==> src/rtl/fir_da_pkg.sv <==
package fir_da_pkg;

    localparam int P_TAPS     = 12;
    localparam int P_SAMPLE_W = 8;
    localparam int P_COEF_W   = 10;

    // per-cycle control that travels with the serial data
    typedef struct packed {
        logic vld;    // a frame is in progress
        logic first;  // bit 0 of the frame
        logic last;   // sign (extension) bit of the frame
    } tick_t;

    // distinct coefficients h(0) .. h(TAPS/2-1); the rest mirror
    function automatic int half_coef(input int j);
        case (j)
            0:       return 23;
            1:       return -41;
            2:       return 67;
            3:       return 112;
            4:       return -90;
            5:       return 250;
            default: return ((j * 37) % 200) - 100;
        endcase
    endfunction

    // table word: sum of the coefficients whose address bit is set
    function automatic int tbl_entry(input int addr, input int half);
        int s;
        s = 0;
        for (int j = 0; j < half; j++) begin
            if (((addr >> j) & 1) == 1) s += half_coef(j);
        end
        return s;
    endfunction

endpackage

==> src/rtl/fir_da_delay_line.sv <==
module fir_da_delay_line #(
    parameter int TAPS  = 12,
    parameter int FRAME = 9
) (
    input  logic            clk,
    input  logic            rst,
    input  logic            bit_in,
    output logic [TAPS-1:0] taps
);
    localparam int LINE   = (TAPS - 1) * FRAME;
    localparam int FILL_W = $clog2(LINE + 1);

    logic [LINE-1:0]   line_q;
    logic [FILL_W-1:0] fill_q;

    always_ff @(posedge clk) begin
        if (rst) begin
            line_q <= '0;
            fill_q <= '0;
        end else begin
            line_q <= {line_q[LINE-2:0], bit_in};
            if (fill_q < FILL_W'(LINE)) fill_q <= fill_q + 1'b1;
        end
    end

    assign taps[0] = bit_in;
    for (genvar k = 1; k < TAPS; k++) begin : g_tap
        assign taps[k] = line_q[k*FRAME-1];
    end

    // until the line has been fully refilled, the oldest tap reads zero
    a_r2_zero_fill: assert property (@(posedge clk) disable iff (rst)
        (fill_q < FILL_W'(LINE)) |-> !line_q[LINE-1]);

endmodule

==> src/rtl/fir_da_preadd.sv <==
module fir_da_preadd (
    input  logic clk,
    input  logic rst,
    input  logic a,
    input  logic b,
    input  logic first,
    output logic sum_q
);
    logic carry_q;
    logic cin;

    assign cin = first ? 1'b0 : carry_q;

    always_ff @(posedge clk) begin
        if (rst) begin
            carry_q <= 1'b0;
            sum_q   <= 1'b0;
        end else begin
            sum_q   <= a ^ b ^ cin;
            carry_q <= (a & b) | (cin & (a ^ b));
        end
    end

endmodule

==> src/rtl/fir_da_coef_table.sv <==
module fir_da_coef_table #(
    parameter int HALF  = 6,
    parameter int TBL_W = 13
) (
    input  logic                    clk,
    input  logic                    rst,
    input  logic [HALF-1:0]         addr,
    output logic signed [TBL_W-1:0] word_q
);
    localparam int DEPTH = 1 << HALF;

    logic signed [TBL_W-1:0] rom [DEPTH];

    for (genvar g = 0; g < DEPTH; g++) begin : g_rom
        assign rom[g] = TBL_W'(fir_da_pkg::tbl_entry(g, HALF));
    end

    always_ff @(posedge clk) begin
        if (rst) word_q <= '0;
        else     word_q <= rom[addr];
    end

endmodule

==> src/rtl/fir_da_shift_acc.sv <==
module fir_da_shift_acc
    import fir_da_pkg::*;
#(
    parameter int TBL_W = 13,
    parameter int FRAME = 9,
    parameter int OUT_W = TBL_W + FRAME
) (
    input  logic                    clk,
    input  logic                    rst,
    input  tick_t                   tk,
    input  logic signed [TBL_W-1:0] word,
    output logic signed [OUT_W-1:0] y,
    output logic                    y_valid
);
    localparam int GAP_W = $clog2(FRAME + 1);

    logic signed [OUT_W-1:0] acc_q, base, wext, addend, acc_n;

    always_comb begin
        base   = tk.first ? '0 : acc_q;
        wext   = {{(OUT_W-TBL_W){word[TBL_W-1]}}, word};
        addend = tk.last ? -wext : wext;
        acc_n  = (base >>> 1) + (addend <<< (FRAME - 1));
    end

    always_ff @(posedge clk) begin
        if (rst) begin
            acc_q   <= '0;
            y       <= '0;
            y_valid <= 1'b0;
        end else begin
            y_valid <= 1'b0;
            if (tk.vld) begin
                acc_q <= acc_n;
                if (tk.last) begin
                    y       <= acc_n;
                    y_valid <= 1'b1;
                end
            end
        end
    end

    // spacing monitor for the valid flag
    logic [GAP_W-1:0] gap_q;
    logic             seen_q;
    always_ff @(posedge clk) begin
        if (rst) begin
            gap_q  <= '0;
            seen_q <= 1'b0;
        end else begin
            if (y_valid) begin
                gap_q  <= '0;
                seen_q <= 1'b1;
            end else if (gap_q < GAP_W'(FRAME)) begin
                gap_q <= gap_q + 1'b1;
            end
        end
    end

    a_r4_single_pulse: assert property (@(posedge clk) disable iff (rst)
        y_valid |=> !y_valid);

    a_r4_one_per_frame: assert property (@(posedge clk) disable iff (rst)
        (y_valid && seen_q) |-> (gap_q == GAP_W'(FRAME - 1)));

    a_r5_hold: assert property (@(posedge clk) disable iff (rst)
        !y_valid |-> $stable(y));

endmodule

==> src/rtl/fir_da_symm.sv <==
module fir_da_symm
    import fir_da_pkg::*;
#(
    parameter int TAPS     = P_TAPS,
    parameter int SAMPLE_W = P_SAMPLE_W,
    parameter int COEF_W   = P_COEF_W,
    localparam int HALF    = TAPS / 2,
    localparam int FRAME   = SAMPLE_W + 1,
    localparam int TBL_W   = COEF_W + $clog2(HALF),
    localparam int OUT_W   = TBL_W + FRAME
) (
    input  logic                    clk,
    input  logic                    rst,
    input  logic                    din,
    input  logic                    word_start,
    output logic signed [OUT_W-1:0] y,
    output logic                    y_valid
);
    localparam int PH_W = $clog2(FRAME);

    // ---------------- frame phase and sign extension ----------------
    logic [PH_W-1:0] ph_q, ph_cur;
    logic            started_q, live, ext_q, tap0;

    assign live   = word_start | started_q;
    assign ph_cur = word_start                      ? '0 :
                    (ph_q == PH_W'(FRAME - 1))      ? '0 : ph_q + 1'b1;
    assign tap0   = !live ? 1'b0 :
                    (ph_cur == PH_W'(SAMPLE_W)) ? ext_q : din;

    always_ff @(posedge clk) begin
        if (rst) begin
            ph_q      <= '0;
            started_q <= 1'b0;
            ext_q     <= 1'b0;
        end else begin
            ph_q      <= ph_cur;
            started_q <= live;
            if (ph_cur == PH_W'(SAMPLE_W - 1)) ext_q <= din;
        end
    end

    // once running, a strobe may only arrive at a frame boundary
    a_r3_strobe_period: assert property (@(posedge clk) disable iff (rst)
        (word_start && started_q) |-> (ph_q == PH_W'(FRAME - 1)));

    // ---------------- control pipeline (matches the two data stages) ----------------
    tick_t t0, t1_q, t2_q;

    always_comb begin
        t0.vld   = live;
        t0.first = (ph_cur == '0);
        t0.last  = (ph_cur == PH_W'(FRAME - 1));
    end

    always_ff @(posedge clk) begin
        if (rst) begin
            t1_q <= '0;
            t2_q <= '0;
        end else begin
            t1_q <= t0;
            t2_q <= t1_q;
        end
    end

    // ---------------- delay line ----------------
    logic [TAPS-1:0] taps;

    fir_da_delay_line #(.TAPS(TAPS), .FRAME(FRAME)) u_line (
        .clk    (clk),
        .rst    (rst),
        .bit_in (tap0),
        .taps   (taps)
    );

    // ---------------- symmetric pre-adders (stage 1) ----------------
    logic [HALF-1:0] pair_sum;

    for (genvar j = 0; j < HALF; j++) begin : g_pair
        fir_da_preadd u_add (
            .clk   (clk),
            .rst   (rst),
            .a     (taps[j]),
            .b     (taps[TAPS-1-j]),
            .first (t0.first),
            .sum_q (pair_sum[j])
        );
    end

    // ---------------- coefficient-sum table (stage 2) ----------------
    logic signed [TBL_W-1:0] tbl_word;

    fir_da_coef_table #(.HALF(HALF), .TBL_W(TBL_W)) u_tbl (
        .clk    (clk),
        .rst    (rst),
        .addr   (pair_sum),
        .word_q (tbl_word)
    );

    // ---------------- shift-accumulator ----------------
    fir_da_shift_acc #(.TBL_W(TBL_W), .FRAME(FRAME), .OUT_W(OUT_W)) u_acc (
        .clk     (clk),
        .rst     (rst),
        .tk      (t2_q),
        .word    (tbl_word),
        .y       (y),
        .y_valid (y_valid)
    );

    // nothing is produced before the first strobe has entered the pipe
    a_r7_no_early_valid: assert property (@(posedge clk) disable iff (rst)
        (!started_q && !t1_q.vld && !t2_q.vld) |=> !y_valid);

endmodule

==> config.mk <==
export PLATFORM = sky130hd
export DESIGN_NAME = fir_da_symm
export DESIGN_NICKNAME = d
export VERILOG_FILES = /design/src/rtl/fir_da_pkg.sv /design/src/rtl/fir_da_delay_line.sv /design/src/rtl/fir_da_preadd.sv /design/src/rtl/fir_da_coef_table.sv /design/src/rtl/fir_da_shift_acc.sv /design/src/rtl/fir_da_symm.sv
export SDC_FILE = /design/constraint.sdc
export NUM_CORES = 1
export LEC_CHECK = 0
export BUFFER_PORTS_ARGS = -buffer_cell sky130_fd_sc_hd__buf_4
export CAP_MARGIN = 5
export CORE_MARGIN = 2
export CORE_UTILIZATION = 30
export DETAILED_ROUTE_END_ITERATION = 10
export MAX_ROUTING_LAYER = met4
export SLEW_MARGIN = 10
export SYNTH_ARGS = -nofsm -noshare
export SYNTH_HDL_FRONTEND = slang
export SYNTH_SLANG_ARGS = --single-unit
==> constraint.sdc <==
create_clock -name clk -period 5.54 [get_ports clk]
set_input_delay 1.108 -clock clk [delete_from_list [all_inputs] [get_ports clk]]
set_output_delay 1.108 -clock clk [all_outputs]
set_load 0.02 [all_outputs]
==> summary.md, run 1 <==
| Metric | Value |
|---|---|
| Status | `complete, no violations` |
| Met3 wire length | `390 µm` |
| CTS Hold Bufs | `0` |
| Initial antenna violation count | `0` |
| Share of the synthesized area in the top cell type | `0.493` |
| Startpoint type of the worst setup path | `flip-flop` |
| CTS Buf Count | `17` |
| Max transition margin | `0.382` |
| Final period util | `0.557` |
| Clk_skew | `0.00982 ns` |
| Top sig layer | `met4` |
| R2r setup slk | `2.45 ns` |
| Share of layout cells above drive strength 1 | `0.0936` |
| Fill count | `2426` |
| Primary FF master, synth | `dfxtp_1` |
| Netlist Area Pre-Place | `7140 µm²` |
| GRT Total Usage | `0.107` |
| Final WL | `12.1 mm` |
| Remaining antenna violation count after routing | `0` |
| Post-synth cell types | `66` |
| DR pass1 iterations | `4` |
| DRC | `0` |
| Vias per Instance | `4.32` |
| Fmax | `0.324 GHz` |
| Final #Nets | `804` |
| Critical path's largest stage delay | `0.45 ns` |
| Avg Cell Area, Syn | `9.41 µm²` |
| Most frequent CP cell | `o21a_1` |
| Growth of design area from synthesis to finish | `14.0%` |
| Clock-pin slew on the worst setup and hold paths | `0.07 ns` |
| Max Buffers Root-to-Sink | `2` |
| Combinational group share of total power | `0.028` |
| Mapped Cells | `759` |
| WP data required | `5.87 ns` |
| Setup CP Type | `flip-flop to flip-flop` |
| Most frequent cell after synthesis | `dfxtp_1` |
| Reg power frac | `0.512` |
| CP delay by family, top | `compound AO/OA/AOI/OAI gates` |
| Crit path cell chain | `nor3_1, nand3b_1, o31ai_1, xnor2_1, ha_1, o21a_1, o21a_1, o21a_1, a21boi_2, or3_1, a311oi_1` |
| Seq/Total Area, Yosys | `0.493` |
| Synth cell count leaders | `dfxtp_1, nor2b_1, nor2_1, nand2_1, a21oi_1` |
| Synth area leaders | `dfxtp_1, nor2b_1, ha_1, nor2_1, nand2_1` |
| Final Setup Violations | `0` |
| Setup TNS | `0 ns` |
| Pwr Density | `306 nW/µm²` |
| WL met2 | `5.26 mm` |
| Crit path arrival time | `3.42 ns` |
| Post-synth EDFFs | `0` |
| Ys Warns | `0` |
| GRT overflow | `0` |
| Clk root buf | `clkbuf_16` |
| Htree depth | `4` |
| Int Pwr | `1.89 mW` |
| Worst slack, placed | `2.42 ns` |
| Final worst slack | `2.45 ns` |
| HPWL Detailed | `7.78 mm` |
| Num rows | `56` |
| Number of I/O pins | `27` |
| Final Hold Vio Count | `0` |
| CTS tree | `built` |
| Die height | `158 µm` |
| Vias in the first global route | `4346` |
| N_diodes | `0` |
| Switching part of the total power | `0.240` |
| Sw power | `0.596 mW` |
| Pwr Total | `2.49 mW` |
| Routed len/inst | `11.0 µm` |
| Max Cap Violations | `0` |
| Critical path's slowest cell | `nor3_1` |
| Synthesized flop and latch total | `176` |
| Clk pwr share | `0.460` |
| Min-delay worst type | `flip-flop to flip-flop` |
| Max IR drop VDD | `174 µV` |
| Die W | `158 µm` |
| Largest net degree at the start of global routing | `94` |
| Vias after detailed routing | `4743` |
| Unrepaired setup endpoints after global routing | `no` |
| Skew-Pair Late Insertion Delay | `0.43 ns` |
| # port buffers | `26` |
| Synth async-reset ratio | `0` |
| Die area | `25100 µm²` |
| Buf+Inv Stages, Crit Path | `0` |
| Max-slew violations | `0` |
| Static Leak | `3.17 nW` |
| First-pass GRT wire length | `20.9 mm` |
| Routability cong. | `0.852` |
| CP Capture Type | `flip-flop` |
| Core area | `23400 µm²` |
| Post-Syn Nets | `796` |
| Crit path max fanout | `7` |
| Initial DRC Count | `329` |
| Largest area contributor in the netlist | `dfxtp_1` |
| Clock sink count | `176` |
| Postcts setup bufs | `0` |
| Min cycle time layout | `3.09 ns` |
| Tightest Pin Transition | `0.924 ns` |
| Tightest hold margin | `0.432 ns` |
| Post-CTS Resized | `0` |
| Initial Util | `0.305` |
| M1 WL | `6.29 mm` |
==> layout make-up <==
class | instances | area, µm² | share of cell area
clock buffers | 18 | 429 | 0.0527
flip-flops and latches | 176 | 3520 | 0.432
inverters | 32 | 120 | 0.0147
clock inverters | 14 | 143 | 0.0175
well taps | 319 | 399 | 0.0490
multi-input cells | 511 | 3310 | 0.407
repair buffers | 29 | 218 | 0.0267
==> placed cells by master (no fill, tap or decap), drive strengths merged, types with 11 or more instances in the layout <==
cell,n
a21oi,39
buf,29
clkbuf,18
dfxtp,176
ha,26
inv,40
mux2i,18
nand2,63
nand2b,14
nand3,11
nor2,72
nor2b,114
nor3,14
o21ai,24
xnor2,12
==> worst paths after layout <==
| kind | from | end | cells after the start |
|---|---|---|---|
| setup / recovery | u_tbl.word_q[3] | u_acc.acc_q[20] | 11 |
| hold / removal | u_line.line_q[76] | u_line.line_q[77] | 1 |
| setup reg to reg | u_tbl.word_q[3] | u_acc.acc_q[20] | 11 |
| hold reg to reg | u_line.line_q[76] | u_line.line_q[77] | 1 |
==> registers in the layout (all words and copies together), names as in the netlist <==
signal and cells:
u_line.line_q 99, u_acc.y 22, u_acc.acc_q 21, u_tbl.word_q 10, g_pair.u_add.carry_q 6, g_pair.u_add.sum_q 6
ph_q 4, t1_q 3, t2_q 3, ext_q 1, u_acc.y_valid 1
==> kinds of logic after synthesis <==
group,count (synthesis),share of synthesized area
simple gates,314,0.227
flops,176,0.493
compound gates,127,0.119
buf+inv,72,0.0429
fa+ha+maj,33,0.0651
mux,21,0.0331
xor+xnor,16,0.0196
==> power groups by stage <==
| stage | Clock, mW | Sequential, mW | Combinational, mW |
|---|---|---|---|
| final | 1.14 | 1.28 | 0.0698 |
| after global placement | 0 | 1.30 | 0.0713 |
| after global routing | 1.23 | 1.28 | 0.0796 |
| after detailed placement | 0 | 1.30 | 0.0714 |
| after floorplan | 0 | 1.30 | 0.0577 |
| after CTS | 1.18 | 1.28 | 0.0718 |
==> routing by layer <==
metal,vias up,global-route usage
li1,2528,-
met1,2136,0.136
met2,61,0.163
met3,18,0.0272
met4,0,0.0459
met5,-,-
==> per-stage QoR <==
step	instances	cell area, µm²	util
floorplan	759	7140	-
global placement	1067	7570	0.324
detailed placement	1067	7570	0.324
CTS	1099	8150	0.348
global route	1099	8150	0.348
finish	1099	8150	0.348
Note: power is estimated with default switching activity, not from simulation.
==> run 2: changes to the inputs <==
==> constraint.sdc (replaced) <==
create_clock -name clk -period 3.2 [get_ports clk]
set_input_delay 0.64 -clock clk [delete_from_list [all_inputs] [get_ports clk]]
set_output_delay 0.64 -clock clk [all_outputs]
set_load 0.02 [all_outputs]
==> run 2 against run 1 <==
  * Setup slack got worse by 2.2 ns
  * Core utilization rose by 0.21 points
  * Largest power group unchanged
  * Critical path depth did not move
  * Clock-buffer cell count did not move
  * Routed wire length rose by 3.8%
  * Clock skew rose by 0.0037 ns
  * Critical path type unchanged
  * Fmax rose by 5.4%
  * Largest cell class unchanged
  * Clock power rose by 76%
  * Worst hold slack got worse by 0.0054 ns
==> summary.md, run 2 (synthesis results as in run 1) <==
| Metric | Value |
|---|---|
| Final #Nets | `809 (was 804)` |
| Leading registers by flop count | `u_line.line_q: 99 flops, u_acc.y: 22 flops, u_acc.acc_q: 21 flops (unchanged)` |
| Core area | `23400 µm² (unchanged)` |
| WP data required | `3.52 ns (was 5.87 ns)` |
| N_diodes | `0 (unchanged)` |
| Clock sink count | `176 (unchanged)` |
| Postcts setup bufs | `0 (unchanged)` |
| Vias in the first global route | `4426 (was 4346)` |
| Setup TNS | `0 ns (unchanged)` |
| Vias after detailed routing | `4831 (was 4743)` |
| Routed len/inst | `11.4 µm (was 11.0 µm)` |
| Setup CP Type | `flip-flop to flip-flop (unchanged)` |
| Initial antenna violation count | `0 (unchanged)` |
| Status | `complete, no violations (unchanged)` |
| Clk_skew | `0.0135 ns (was 0.00982 ns)` |
| CP Capture Point | `u_acc.acc_q[20] (unchanged)` |
| CTS Hold Bufs | `0 (unchanged)` |
| CP Capture Type | `flip-flop (unchanged)` |
| Initial Util | `0.305 (unchanged)` |
| Commonest non-fill, non-tap cell in the layout | `dfxtp_1 (unchanged)` |
| Final Setup Violations | `0 (unchanged)` |
| Static Leak | `3.20 nW (was 3.17 nW)` |
| Dpl cell area | `7620 µm² (was 7570 µm²)` |
| Final period util | `0.915 (was 0.557)` |
| DR pass1 iterations | `4 (unchanged)` |
| DRC | `0 (unchanged)` |
| Max reg flops | `99 (unchanged)` |
| GRT overflow | `0 (unchanged)` |
| R2R Path End | `u_acc.acc_q[20] (unchanged)` |
| Die W | `158 µm (unchanged)` |
| FF/Latch Area | `3520 µm² (unchanged)` |
| Final WL | `12.6 mm (was 12.1 mm)` |
| Crit path max fanout | `7 (unchanged)` |
| Final Cell Area | `8200 µm² (was 8150 µm²)` |
| Initial DRC Count | `273 (was 329)` |
| Clk root buf | `clkbuf_16 (unchanged)` |
| CTS tree | `built (unchanged)` |
| HPWL Detailed | `8.19 mm (was 7.78 mm)` |
| Max IR drop VDD | `382 µV (was 174 µV)` |
| Clock-pin slew on the worst setup and hold paths | `0.07 ns (about the same)` |
| Critical path startpoint | `u_tbl.word_q[3] (unchanged)` |
| Pwr Density | `530 nW/µm² (was 306 nW/µm²)` |
| Htree depth | `4 (unchanged)` |
| R2r setup slk | `0.27 ns (was 2.45 ns)` |
| Multi-input logic area | `3310 µm² (unchanged)` |
| Die area | `25100 µm² (unchanged)` |
| Number of I/O pins | `27 (unchanged)` |
| Crit path arrival time | `3.25 ns (was 3.42 ns)` |
| Post-CTS Resized | `0 (unchanged)` |
| Reg with most FFs | `u_line.line_q (unchanged)` |
| Tightest Pin Transition | `0.768 ns (was 0.924 ns)` |
| Num rows | `56 (unchanged)` |
| First-pass GRT wire length | `21.5 mm (was 20.9 mm)` |
| CTS Buf Count | `17 (unchanged)` |
| Max-slew violations | `0 (unchanged)` |
| Worst reg-to-reg path cell count | `11 (unchanged)` |
| Share of layout cells above drive strength 1 | `0.0994 (was 0.0936)` |
| Remaining antenna violation count after routing | `0 (unchanged)` |
| Unrepaired setup endpoints after global routing | `no (unchanged)` |
| Vias per Instance | `4.38 (was 4.32)` |
| Routability cong. | `0.892 (was 0.852)` |
| Die height | `158 µm (unchanged)` |
| Min cycle time layout | `2.93 ns (was 3.09 ns)` |
| Max Cap Violations | `0 (unchanged)` |
| Min-delay worst type | `primary input to flip-flop (was flip-flop to flip-flop)` |
| Startpoint type of the worst setup path | `flip-flop (unchanged)` |
| Fill count | `2436 (was 2426)` |
| Final Hold Vio Count | `0 (unchanged)` |
| RR Startpoint | `u_tbl.word_q[3] (unchanged)` |
| Most frequent cells in the layout | `dfxtp_1, nor2b_1, nor2_1, nand2_1, a21oi_1 (unchanged)` |
| Skew-Pair Late Insertion Delay | `0.42 ns (was 0.43 ns)` |
| GRT Total Usage | `0.110 (was 0.107)` |
| Largest net degree at the start of global routing | `164 (was 94)` |
| Max transition margin | `0.488 (was 0.382)` |
| # port buffers | `26 (unchanged)` |
| Fmax | `0.342 GHz (was 0.324 GHz)` |
| Growth of design area from synthesis to finish | `14.7% (was 14.0%)` |
| Max Buffers Root-to-Sink | `2 (unchanged)` |
## run 2: worst max-delay path, cell delays in order, from the launching register on
cell      delay, ns
dfxtp_1        0.33
nor3_1         0.29
nand3b_1       0.18
o31ai_1        0.27
xnor2_1        0.15
ha_1           0.33
o21a_1         0.23
o21a_1         0.17
o21a_1         0.19
a21boi_2       0.16
or3_1          0.30
a311oi_1       0.25
## run 2: worst min-delay path by stage
stage / from / end / slack (ns) / cells after the start
after floorplan: t1_q[0] / t2_q[0] / 0.41 / 1
after global placement: u_line.line_q[25] / u_line.line_q[26] / 0.42 / 1
after detailed placement: u_line.line_q[49] / u_line.line_q[50] / 0.42 / 1
after CTS: word_start / ph_q[2] / 0.41 / 2
after global routing: word_start / ph_q[2] / 0.42 / 2
final: word_start / ph_q[2] / 0.43 / 2
## run 2: layout make-up
cell class	instances	share of cell area
clock buffer	18	0.0524
clock inverter	14	0.0174
inverter	32	0.0147
multi-input combinational	511	0.404
sequential	176	0.430
tap	319	0.0487
timing repair buffer	34	0.0327
## run 2: layer usage
| metal | vias up | GRT usage | share of wire | wire length [µm] |
|---|---|---|---|---|
| met1 | 2217 | 0.146 | 0.51 | 6360 |
| met3 | 6 | 0.0340 | 0.044 | 554 |
| li1 | 2539 | - | - | - |
| met5 | - | - | 0 | 0 |
| met2 | 69 | 0.164 | 0.44 | 5580 |
| met4 | 0 | 0.0240 | 0.0061 | 77 |
## run 2: report_power, final
part | internal (mW) | switching (mW)
combinational | 0.0417 | 0.0840
sequential | 2.20 | 0.0103
clock | 1.10 | 0.909
## run 2: stage by stage
step	hold WS, ns	cells	setup WS, ns	total power, mW	utilization
2_1_floorplan	0.414	759	0.278	2.36	-
3_3_place_gp	0.416	1072	0.334	2.39	0.326
3_5_place_dp	0.422	1072	0.268	2.39	0.326
4_1_cts	0.406	1104	0.269	4.42	0.350
5_1_grt	0.420	1104	0.101	4.52	0.350
6_report	0.426	1104	0.272	4.35	0.350
